==> src/rtl/dca_pkg.sv <==
`timescale 1ns/1ps
package dca_pkg;
   typedef enum logic [2:0] {
      OP_ADD = 3'd0,
      OP_SUB = 3'd1,
      OP_AND = 3'd2,
      OP_OR  = 3'd3,
      OP_XOR = 3'd4,
      OP_SLL = 3'd5,
      OP_SRL = 3'd6,
      OP_SRA = 3'd7
   } alu_op_e;

   typedef enum logic {
      ST_IDLE  = 1'b0,
      ST_AGAIN = 1'b1
   } chk_state_e;
endpackage

==> src/rtl/dca_qualify.sv <==
`timescale 1ns/1ps
// Decides whether a request can run as two half-width copies in one pass.
module dca_qualify #(
   parameter int W = 32
) (
   input  logic [2:0]   op,
   input  logic [W-1:0] a,
   input  logic [W-1:0] b,
   output logic         dup_ok
);
   import dca_pkg::*;

   localparam int H   = W / 2;
   localparam int SHW = $clog2(W);
   localparam logic [SHW-2:0] LMAX = (SHW-1)'(H - 1);

   alu_op_e        opc;
   logic           sm_a, sm_b, pos_a, amt_ok;
   logic [SHW-2:0] lamt, back;
   logic [H-1:0]   bb, probe;
   logic           cin, c_msb, c_out, ovf, sll_ok;

   assign opc    = alu_op_e'(op);
   assign sm_a   = (a[W-1:H-1] == {(H+1){a[H-1]}});
   assign sm_b   = (b[W-1:H-1] == {(H+1){b[H-1]}});
   assign pos_a  = ~(|a[W-1:H-1]);
   assign amt_ok = ~b[SHW-1];
   assign lamt   = b[SHW-2:0];

   // half-width signed overflow of add/sub: carry into msb vs carry out
   assign cin   = (opc == OP_SUB);
   assign bb    = cin ? ~b[H-1:0] : b[H-1:0];
   assign c_msb = 1'(({1'b0, a[H-2:0]} + {1'b0, bb[H-2:0]} + H'(cin)) >> (H-1));
   assign c_out = (a[H-1] & bb[H-1]) | (c_msb & (a[H-1] ^ bb[H-1]));
   assign ovf   = c_msb ^ c_out;

   // left shift keeps the lane when the top (amt+1) bits agree
   assign back   = LMAX - lamt;
   assign probe  = $signed(a[H-1:0]) >>> back;
   assign sll_ok = (&probe) | ~(|probe);

   always_comb begin
      case (opc)
         OP_ADD, OP_SUB:        dup_ok = sm_a & sm_b & ~ovf;
         OP_AND, OP_OR, OP_XOR: dup_ok = sm_a & sm_b;
         OP_SLL:                dup_ok = sm_a & amt_ok & sll_ok;
         OP_SRL:                dup_ok = pos_a & amt_ok;
         default:               dup_ok = sm_a & amt_ok;
      endcase
   end
endmodule

==> src/rtl/dca_core.sv <==
`timescale 1ns/1ps
// Integer ALU whose carry chain and shifters can be cut into NL lanes.
module dca_core #(
   parameter int W  = 32,
   parameter int NL = 2
) (
   input  logic [2:0]   op,
   input  logic         split,
   input  logic [W-1:0] x,
   input  logic [W-1:0] y,
   output logic [W-1:0] r
);
   import dca_pkg::*;

   localparam int LW  = W / NL;
   localparam int SHW = $clog2(W);
   localparam int LSH = $clog2(LW);

   if (NL < 2 || (W % NL) != 0 || LW < 4) begin : g_bad_lanes
      $error("dca_core: W must split into at least two lanes of 4+ bits");
   end

   alu_op_e        opc;
   logic           sub;
   logic [W-1:0]   yb, sum, lsh;
   logic [NL-1:0]  cy;
   logic [SHW-1:0] amt;

   assign opc   = alu_op_e'(op);
   assign sub   = (opc == OP_SUB);
   assign yb    = sub ? ~y : y;
   assign cy[0] = sub;
   assign amt   = y[SHW-1:0];

   for (genvar g = 0; g < NL; g++) begin : g_lane
      logic           cin;
      logic [LW:0]    ls;
      logic [LW-1:0]  lx;
      logic [LSH-1:0] lamt;

      assign cin  = split ? sub : cy[g];
      assign ls   = {1'b0, x[g*LW +: LW]} + {1'b0, yb[g*LW +: LW]} + {{LW{1'b0}}, cin};
      assign sum[g*LW +: LW] = ls[LW-1:0];
      assign lx   = x[g*LW +: LW];
      assign lamt = y[g*LW +: LSH];

      if (g < NL-1) begin : g_carry
         assign cy[g+1] = ls[LW];
      end

      always_comb begin
         case (opc)
            OP_SLL:  lsh[g*LW +: LW] = lx << lamt;
            OP_SRL:  lsh[g*LW +: LW] = lx >> lamt;
            default: lsh[g*LW +: LW] = $signed(lx) >>> lamt;
         endcase
      end
   end

   always_comb begin
      case (opc)
         OP_ADD, OP_SUB: r = sum;
         OP_AND:         r = x & y;
         OP_OR:          r = x | y;
         OP_XOR:         r = x ^ y;
         OP_SLL:         r = split ? lsh : (x << amt);
         OP_SRL:         r = split ? lsh : (x >> amt);
         default:        r = split ? lsh : W'($signed(x) >>> amt);
      endcase
   end
endmodule

==> src/rtl/dup_check_alu.sv <==
`timescale 1ns/1ps
// Checked ALU: same-cycle lane duplication for small operands,
// two consecutive full-width passes otherwise.
module dup_check_alu #(
   parameter int W = 32
) (
   input  logic         clk,
   input  logic         rst_n,
   input  logic         in_vld,
   input  logic [2:0]   in_op,
   input  logic [W-1:0] in_a,
   input  logic [W-1:0] in_b,
   input  logic [W-1:0] flt_inj,
   output logic         in_rdy,
   output logic         out_done,
   output logic [W-1:0] out_res,
   output logic         out_err
);
   import dca_pkg::*;

   localparam int NL = 2;
   localparam int H  = W / NL;

   if (W < 8 || (W & (W - 1)) != 0) begin : g_bad_width
      $error("dup_check_alu: W must be a power of two, at least 8");
   end

   chk_state_e   st_q;
   logic [2:0]   op_q;
   logic [W-1:0] a_q, b_q, first_q;
   logic         dup_ok, c_split;
   logic [2:0]   c_op;
   logic [W-1:0] c_x, c_y, c_raw, c_out;
   logic [H-1:0] lane_lo, lane_hi;
   logic         take;

   dca_qualify #(.W(W)) u_qual (
      .op     (in_op),
      .a      (in_a),
      .b      (in_b),
      .dup_ok (dup_ok)
   );

   always_comb begin
      if (st_q == ST_AGAIN) begin
         c_op    = op_q;
         c_x     = a_q;
         c_y     = b_q;
         c_split = 1'b0;
      end else begin
         c_op    = in_op;
         c_split = dup_ok;
         c_x     = dup_ok ? {NL{in_a[H-1:0]}} : in_a;
         c_y     = dup_ok ? {NL{in_b[H-1:0]}} : in_b;
      end
   end

   dca_core #(.W(W), .NL(NL)) u_core (
      .op    (c_op),
      .split (c_split),
      .x     (c_x),
      .y     (c_y),
      .r     (c_raw)
   );

   assign c_out   = c_raw ^ flt_inj;
   assign lane_lo = c_out[H-1:0];
   assign lane_hi = c_out[W-1:H];
   assign take    = in_vld && (st_q == ST_IDLE);
   assign in_rdy  = (st_q == ST_IDLE);

   always_ff @(posedge clk or negedge rst_n) begin
      if (!rst_n) begin
         st_q     <= ST_IDLE;
         op_q     <= '0;
         a_q      <= '0;
         b_q      <= '0;
         first_q  <= '0;
         out_done <= 1'b0;
         out_err  <= 1'b0;
         out_res  <= '0;
      end else begin
         out_done <= 1'b0;
         out_err  <= 1'b0;
         if (st_q == ST_AGAIN) begin
            out_res  <= c_out;
            out_err  <= (c_out != first_q);
            out_done <= 1'b1;
            st_q     <= ST_IDLE;
         end else if (take) begin
            if (dup_ok) begin
               out_res  <= {{H{lane_lo[H-1]}}, lane_lo};
               out_err  <= (lane_lo != lane_hi);
               out_done <= 1'b1;
            end else begin
               first_q <= c_out;
               op_q    <= in_op;
               a_q     <= in_a;
               b_q     <= in_b;
               st_q    <= ST_AGAIN;
            end
         end
      end
   end
endmodule

==> config.mk <==
export PLATFORM = sky130hd
export DESIGN_NAME = dup_check_alu
export DESIGN_NICKNAME = d
export VERILOG_FILES = /design/src/rtl/dca_pkg.sv /design/src/rtl/dca_qualify.sv /design/src/rtl/dca_core.sv /design/src/rtl/dup_check_alu.sv
export SDC_FILE = /design/constraint.sdc
export NUM_CORES = 1
export LEC_CHECK = 0
export BUFFER_PORTS_ARGS = -buffer_cell sky130_fd_sc_hd__clkbuf_2
export CAP_MARGIN = 20
export CORE_ASPECT_RATIO = 1.1
export CORE_UTILIZATION = 60
export CTS_BUF_LIST = sky130_fd_sc_hd__clkbuf_8
export CTS_CLUSTER_SIZE = 12
export DETAILED_ROUTE_END_ITERATION = 8
export PLACE_DENSITY = 0.89
export SETUP_SLACK_MARGIN = 0.02
export SLEW_MARGIN = 5
export SYNTH_ARGS = -nofsm -noshare
export SYNTH_HDL_FRONTEND = slang
export SYNTH_HIERARCHICAL = 1
export SYNTH_SLANG_ARGS = --single-unit
==> constraint.sdc <==
create_clock -name clk -period 11.2 [get_ports clk]
set_input_delay 0.56 -clock clk [delete_from_list [all_inputs] [get_ports clk]]
set_output_delay 0.56 -clock clk [all_outputs]
set_load 0.01 [all_outputs]
# Word level (Yosys, flattened, before mapping)
# Cells that the tools add are included.
# classes
addsub,7
n_eq_ne,16
shift,10
n_mux,28
n_bitwise,23
n_reduce_logical,13
# ops
operator,count
two-way mux 32 bit,11
case mux 32 bit (6 select lines),1
case mux 16 bit (2 select lines),2
XOR 32 bit,2
>>> shifter 16 x 4 -> 16 bit,3
adder 16 x 1 -> 16 bit,2
bitwise AND 32 bit,1
equality test 16 bit,2
inequality test 32 bit,1
inverter 32 bit,1
bitwise OR 32 bit,1
left shift 16 x 4 -> 16 bit,2
left shift 32 x 5 -> 32 bit,1
>> shifter 16 x 4 -> 16 bit,2
>> shifter 32 x 5 -> 32 bit,1
>>> shifter 32 x 5 -> 32 bit,1
equality test 3 bit (second input constant),6
adder 16 x 16 -> 17 bit,1
adder 17 x 1 -> 17 bit,1
OR reduction 17 bit,1
adder 15 x 15 -> 16 bit,1
adder 16 bit,1
two-way mux 16 bit,1
inequality test 16 bit,1
other kinds (20),50
# word_totals
register_bits,134
input_bits,102
word_cells,105

# Logic depth before layout (Yosys ltp)
# depth
depth_word,24
depth_mapped,35
depth_no_buf,29

# Hierarchy
# The synthesis kept the hierarchy.
# by_module_without_submodules
module,instances,cells_each,area_each_um2,seq_area_each_um2
dca_core,1,1443,10212.3,0.0
dup_check_alu,1,602,7086.8,3353.2
dca_qualify,1,188,1527.7,0.0

# Worst setup path before layout
# OpenSTA, ideal clock, no wires.
# synth_path
path_type,input -> register
startpoint,input port in_op[1]
endpoint,register out_err
setup_ns,0.139
arrival_time_ns,7.548
required_ns,11.061
slack_ns,3.513
stages,35
path_buffers,7
cell_sequence,nor3b_1 clkbuf_1 clkbuf_1 xor2_1 ha_1 and4_1 nor3b_1 o311ai_0 o211ai_1 mux2i_1 o311ai_0 o211ai_1 buf_2 buf_2 nor2b_1 clkbuf_1 clkbuf_1 clkbuf_1 nand2_1 o21a_1 fa_1 fa_1 nor2b_1 o31a_1 o21ai_0 nand2b_1 a31oi_1 xnor2_1 a2111oi_0 o21ai_1 xnor3_1 nand4_1 nor4_1 and4_1 o22ai_1
# synth_via
elab_cells_between_ends,62
# synth_lines
element,line_no,source
"start, declared",dup_check_alu.sv:10,"input logic [2:0] in_op,"
equality test 3 x 1 -> 1 bit,"dca_qualify.sv:31, dca_qualify.sv:43",
two-way mux 16 bit,dca_qualify.sv:32,assign bb = cin ? ~b[H-1:0] : b[H-1:0];
adder 15 x 15 -> 16 bit,dca_qualify.sv:33,"assign c_msb = 1'(({1'b0, a[H-2:0]} + {1'b0, bb[H-2:0]} + H'(cin)) >> (H-1));"
adder 16 x 1 -> 16 bit,dca_qualify.sv:33,
bitwise AND 1 bit,dca_qualify.sv:34,assign c_out = (a[H-1] & bb[H-1]) | (c_msb & (a[H-1] ^ bb[H-1]));
bitwise OR 1 bit,dca_qualify.sv:34,
XOR 1 bit,dca_qualify.sv:35,assign ovf = c_msb ^ c_out;
inverter 1 bit,dca_qualify.sv:44,"OP_ADD, OP_SUB: dup_ok = sm_a & sm_b & ~ovf;"
[2 not listed],n/a,
named net dup_ok,dup_check_alu.sv:31,"logic dup_ok, c_split;"
[1 not listed],n/a,
named net c_split,dup_check_alu.sv:31,
[1 not listed],n/a,
adder 16 x 1 -> 16 bit,dca_core.sv:42,"assign ls = {1'b0, x[g*LW +: LW]} + {1'b0, yb[g*LW +: LW]} + {{LW{1'b0}}, cin};"
case mux 32 bit (6 select lines) *,dca_core.sv:61,case (opc)
named net c_raw[24],dup_check_alu.sv:33,"logic [W-1:0] c_x, c_y, c_raw, c_out;"
XOR 32 bit *,dup_check_alu.sv:66,assign c_out = c_raw ^ flt_inj;
inequality test 16 bit,dup_check_alu.sv:93,out_err <= (lane_lo != lane_hi);
two-way mux 1 bit,dup_check_alu.sv:91,if (dup_ok) begin
two-way mux 1 bit,dup_check_alu.sv:90,end else if (take) begin
two-way mux 1 bit *,dup_check_alu.sv:85,if (st_q == ST_AGAIN) begin
"end signal, assigned",dup_check_alu.sv:87,out_err <= (c_out != first_q);
"end signal, assigned",dup_check_alu.sv:93,
"end, declared",dup_check_alu.sv:17,output logic out_err
# The timed path passes the listed nets; every way through them passes the cells marked *.
# A chain may end at the register's enable or synchronous reset.

# Final worst setup path
# layout_path
startpoint,input port in_op[1]
endpoint,register out_err
# layout_via
elab_chain_cells,22
elab_cells_between_ends,62
# layout_rtl
element,line_no
equality test 3 x 1 -> 1 bit,"dca_qualify.sv:31, dca_qualify.sv:43"
two-way mux 16 bit,dca_qualify.sv:32
adder 15 x 15 -> 16 bit,dca_qualify.sv:33
adder 16 x 1 -> 16 bit,dca_qualify.sv:33
bitwise AND 1 bit,dca_qualify.sv:34
bitwise OR 1 bit,dca_qualify.sv:34
XOR 1 bit,dca_qualify.sv:35
inverter 1 bit,dca_qualify.sv:44
[2 not listed],n/a
named net dup_ok,dup_check_alu.sv:31
[2 not listed],n/a
named net c_y[17],dup_check_alu.sv:33
[3 not listed],n/a
adder 16 x 1 -> 16 bit,dca_core.sv:42
case mux 32 bit (6 select lines) *,dca_core.sv:61
named net c_raw[28],dup_check_alu.sv:33
XOR 32 bit *,dup_check_alu.sv:66
inequality test 16 bit,dup_check_alu.sv:93
two-way mux 1 bit,dup_check_alu.sv:91
two-way mux 1 bit,dup_check_alu.sv:90
two-way mux 1 bit *,dup_check_alu.sv:85
# Marked as above.

==> impl_metrics.csv <==
group,metric,value,unit
synthesis,syn-cell-area,18800,um^2
drt,vias,20000,
clocking,postCtsSetupRepairBufs,0,
timing,max-slew-margin-rel,23.1,%
floorplan,num_rows,67,
critical_path,end_kind,"register",
power,finalPower,3.17,mW
critical_path,crit_family,"compound AO/OA/AOI/OAI gates",
synthesis,synthFlopType,"dfrtp_1",
drt,drc,0,
timing,fin_worst_skew,0.0282,ns
power,total_leakage_power,8.25,nW
clocking,cts_sinks,134,
timing,rsz0062_at_grt,"no",
timing,hold_viol,0,
place,place_area,19600,um^2
timing,finalSetupViolations,0,
floorplan,die_w,171,um
final_layout,area_growth,6.27,%
clocking,clk_path_buf_depth,2,
final_layout,final_cell_area,20000,um^2
clocking,hold_buffers,0,
timing,drv_slew,0,
floorplan,die_area,32100,um^2
place,gp_congestion,1.08,
clocking,ctsRootBufferMaster,"clkbuf_8",
drt,m1WireLength,28.9,mm
timing,tns,0,ns
place,detailedPlace.worstSlack,2.52,ns
grt,grt.total_usage,51.4,%
drt,wl_per_cell,30.5,um
power,peakVddDrop,0.178,mV
timing,setup_ws,2.58,ns
synthesis,ys_seq_area_share,17.8,%
drt,wl_met3,12.1,mm
drt,avgViaCountPerCell,7.45,
timing,worst_pin_slew,1.14,ns
place,place_hpwl,57.3,mm
synthesis,synthCells,2233,
floorplan,coreArea,30700,um^2
job,cap_violations,0,
clocking,numCtsBuffers,17,
critical_path,slowest_stage,"clkinv_1",
clocking,path_clk_slew,0.11,ns
place,port_buffers,136,
synthesis,synth_area_leaders,"dfrtp_1 18%, mux2_2 8.6%, mux4_2 7.5%",
synthesis,synth.distinct_cells,93,
critical_path,worstPathArrival,9.00,ns
critical_path,cp_max_fo,37,
grt,antenna_found_initial,3,
final_layout,final_net_count,2471,
critical_path,cp_num_buf_inv,6,
timing,max_freq,116,MHz
grt,grt-ovfl-total,0,
drt,ant_nets,0,
floorplan,pin_count,137,
grt,grt_first_pass_wirelength,121,mm
critical_path,crit_type,"input port to register",
outcome,outcome,"complete, no violations",
grt,first_global_vias,18900,
synthesis,avgSynthCellArea,8.43,um^2
drt,highest_layer,"met5",
critical_path,required,11.58,ns
min_path,hp-class,"input port to async pin",
timing,final.period_utilization,77.0,%
critical_path,slowest_delay,0.63,ns
drt,wl_met2,33.8,mm
floorplan,start_util,61.4,%
clocking,cts_resized,0,
critical_path,crit_top_cell,"buf_4",
drt,first_iter_violations,3825,
drt,wl,81.7,mm
synthesis,synthArstFlopShare,100,%
clocking,cts_tree,"done",
synthesis,synth_edf_count,0,
final_layout,antenna_cells,0,
floorplan,die_y,188,um
drt,drtPass1Iterations,7,
synthesis,synth_top_area_share,17.8,%
synthesis,synth_nets,2449,
timing,period_needed,8.62,ns
timing,whs,0.0193,ns
final_layout,drive_above_1_share,20.7,%
synthesis,yosysTopAreaCell,"dfrtp_1",
critical_path,startpoint_type,"input port",
synthesis,ys_warn_count,6,
clocking,insertion_delay,0.51,ns
clocking,htree_levels,4,
power,powerDensity,159,nW/um^2
synthesis,synth_seq_cells,134,
grt,grt_max_degree,73,
-- cell families after synthesis --
group	after synthesis	synth area share (%)
AOI/OAI and AO/OA	673	22.8
xor gates and xnor gates	150	8.73
adders and majority gates	114	7.70
buffers and inverters	266	6.51
DFF	134	17.8
muxes	322	22.8
and+or+nand+nor	574	13.7
-- final timing paths --
kind                                    start                       to  slack [ns]  depth (start not counted)
min in group clk                     in_b[30]      b_q[30]$_DFFE_PN0P_        0.36                          2
setup / recovery                     in_op[1]        out_err$_DFF_PN0_        2.58                         33
setup reg to reg               st_q$_DFF_PN0_        out_err$_DFF_PN0_        2.73                         28
hold reg to reg            b_q[7]$_DFFE_PN0P_       b_q[7]$_DFFE_PN0P_        0.51                          1
max in group asynchronous               rst_n           st_q$_DFF_PN0_        9.75                          2
hold / removal                          rst_n  first_q[26]$_DFFE_PN0P_        0.02                          1
-- area by class of cell --
class                           count  area, um^2
Fill cell                        2559       10700
Inverter                           80         300
Multi-Input combinational cell   1833       14300
Clock buffer                       17         234
Sequential cell                   134        3360
Clock inverter                     15         200
Timing Repair Buffer              189        1090
Tap cell                          414         518
-- synth_stat cells (12+ instances only) --
cell type and n:
o22ai_1 41, xnor2_1 99, a21o_1 19, o211ai_1 50, xor2_1 27, ha_1 111
nor3_1 33, buf_4 15, a31oi_1 29, dfrtp_1 134, a22oi_1 38, nor2_1 202
xnor3_1 24, nand3_1 30, nor4_1 17, mux4_2 63, nand4_1 24, a211oi_1 28
nand2_1 192, buf_1 21, a21oi_1 196, mux2_2 143, mux2i_1 109, a211o_1 12
inv_1 73, buf_2 41, o21ai_0 136, clkbuf_1 97
-- flip-flops by register name, indices dropped and copies added (netlist names) --
name,flops
a_q,32
op_q,3
out_res,32
st_q,1
b_q,32
first_q,32
out_done,1
out_err,1
-- through the flow --
step / instances / utilization, %
6_report: 2682 / 65.2
5_1_grt: 2682 / 65.2
4_1_cts: 2681 / 65.2
3_5_place_dp: 2649 / 63.8
3_3_place_gp: 2649 / 63.8
2_1_floorplan: 2233 / -
-- cells in the final DEF (no fill, tap or decap), drive strengths merged, types with 12 or more instances in the layout --
cell / netlist / layout
nor4: 17 / 17
nand3: 30 / 30
a21o: 19 / 19
a21oi: 197 / 197
mux2i: 111 / 111
nand2: 192 / 192
clkbuf: 98 / 152
inv: 76 / 85
o211ai: 51 / 51
mux4: 68 / 68
xor2: 27 / 27
nor3: 33 / 33
nand4: 24 / 24
ha: 111 / 111
o21ai: 146 / 146
a31oi: 29 / 29
a211o: 12 / 12
a22oi: 38 / 38
buf: 88 / 54
a211oi: 29 / 29
o22ai: 41 / 41
mux2: 143 / 143
nor2: 204 / 204
xnor3: 24 / 24
dfrtp: 134 / 134
xnor2: 99 / 99
-- power breakdown --
group | leakage (nW) | internal, mW | switching, mW
registers | 1.54 | 0.599 | 0.0803
clock network | 0.217 | 0.212 | 0.251
logic | 6.49 | 0.773 | 1.26
-- routing by layer --
layer	up-vias	global-route usage, %
li1	8357	-
met4	6	35.5
met5	-	0
met3	452	19.0
met2	1757	71.9
met1	9417	65.3
(Power assumes the default switching activity.)
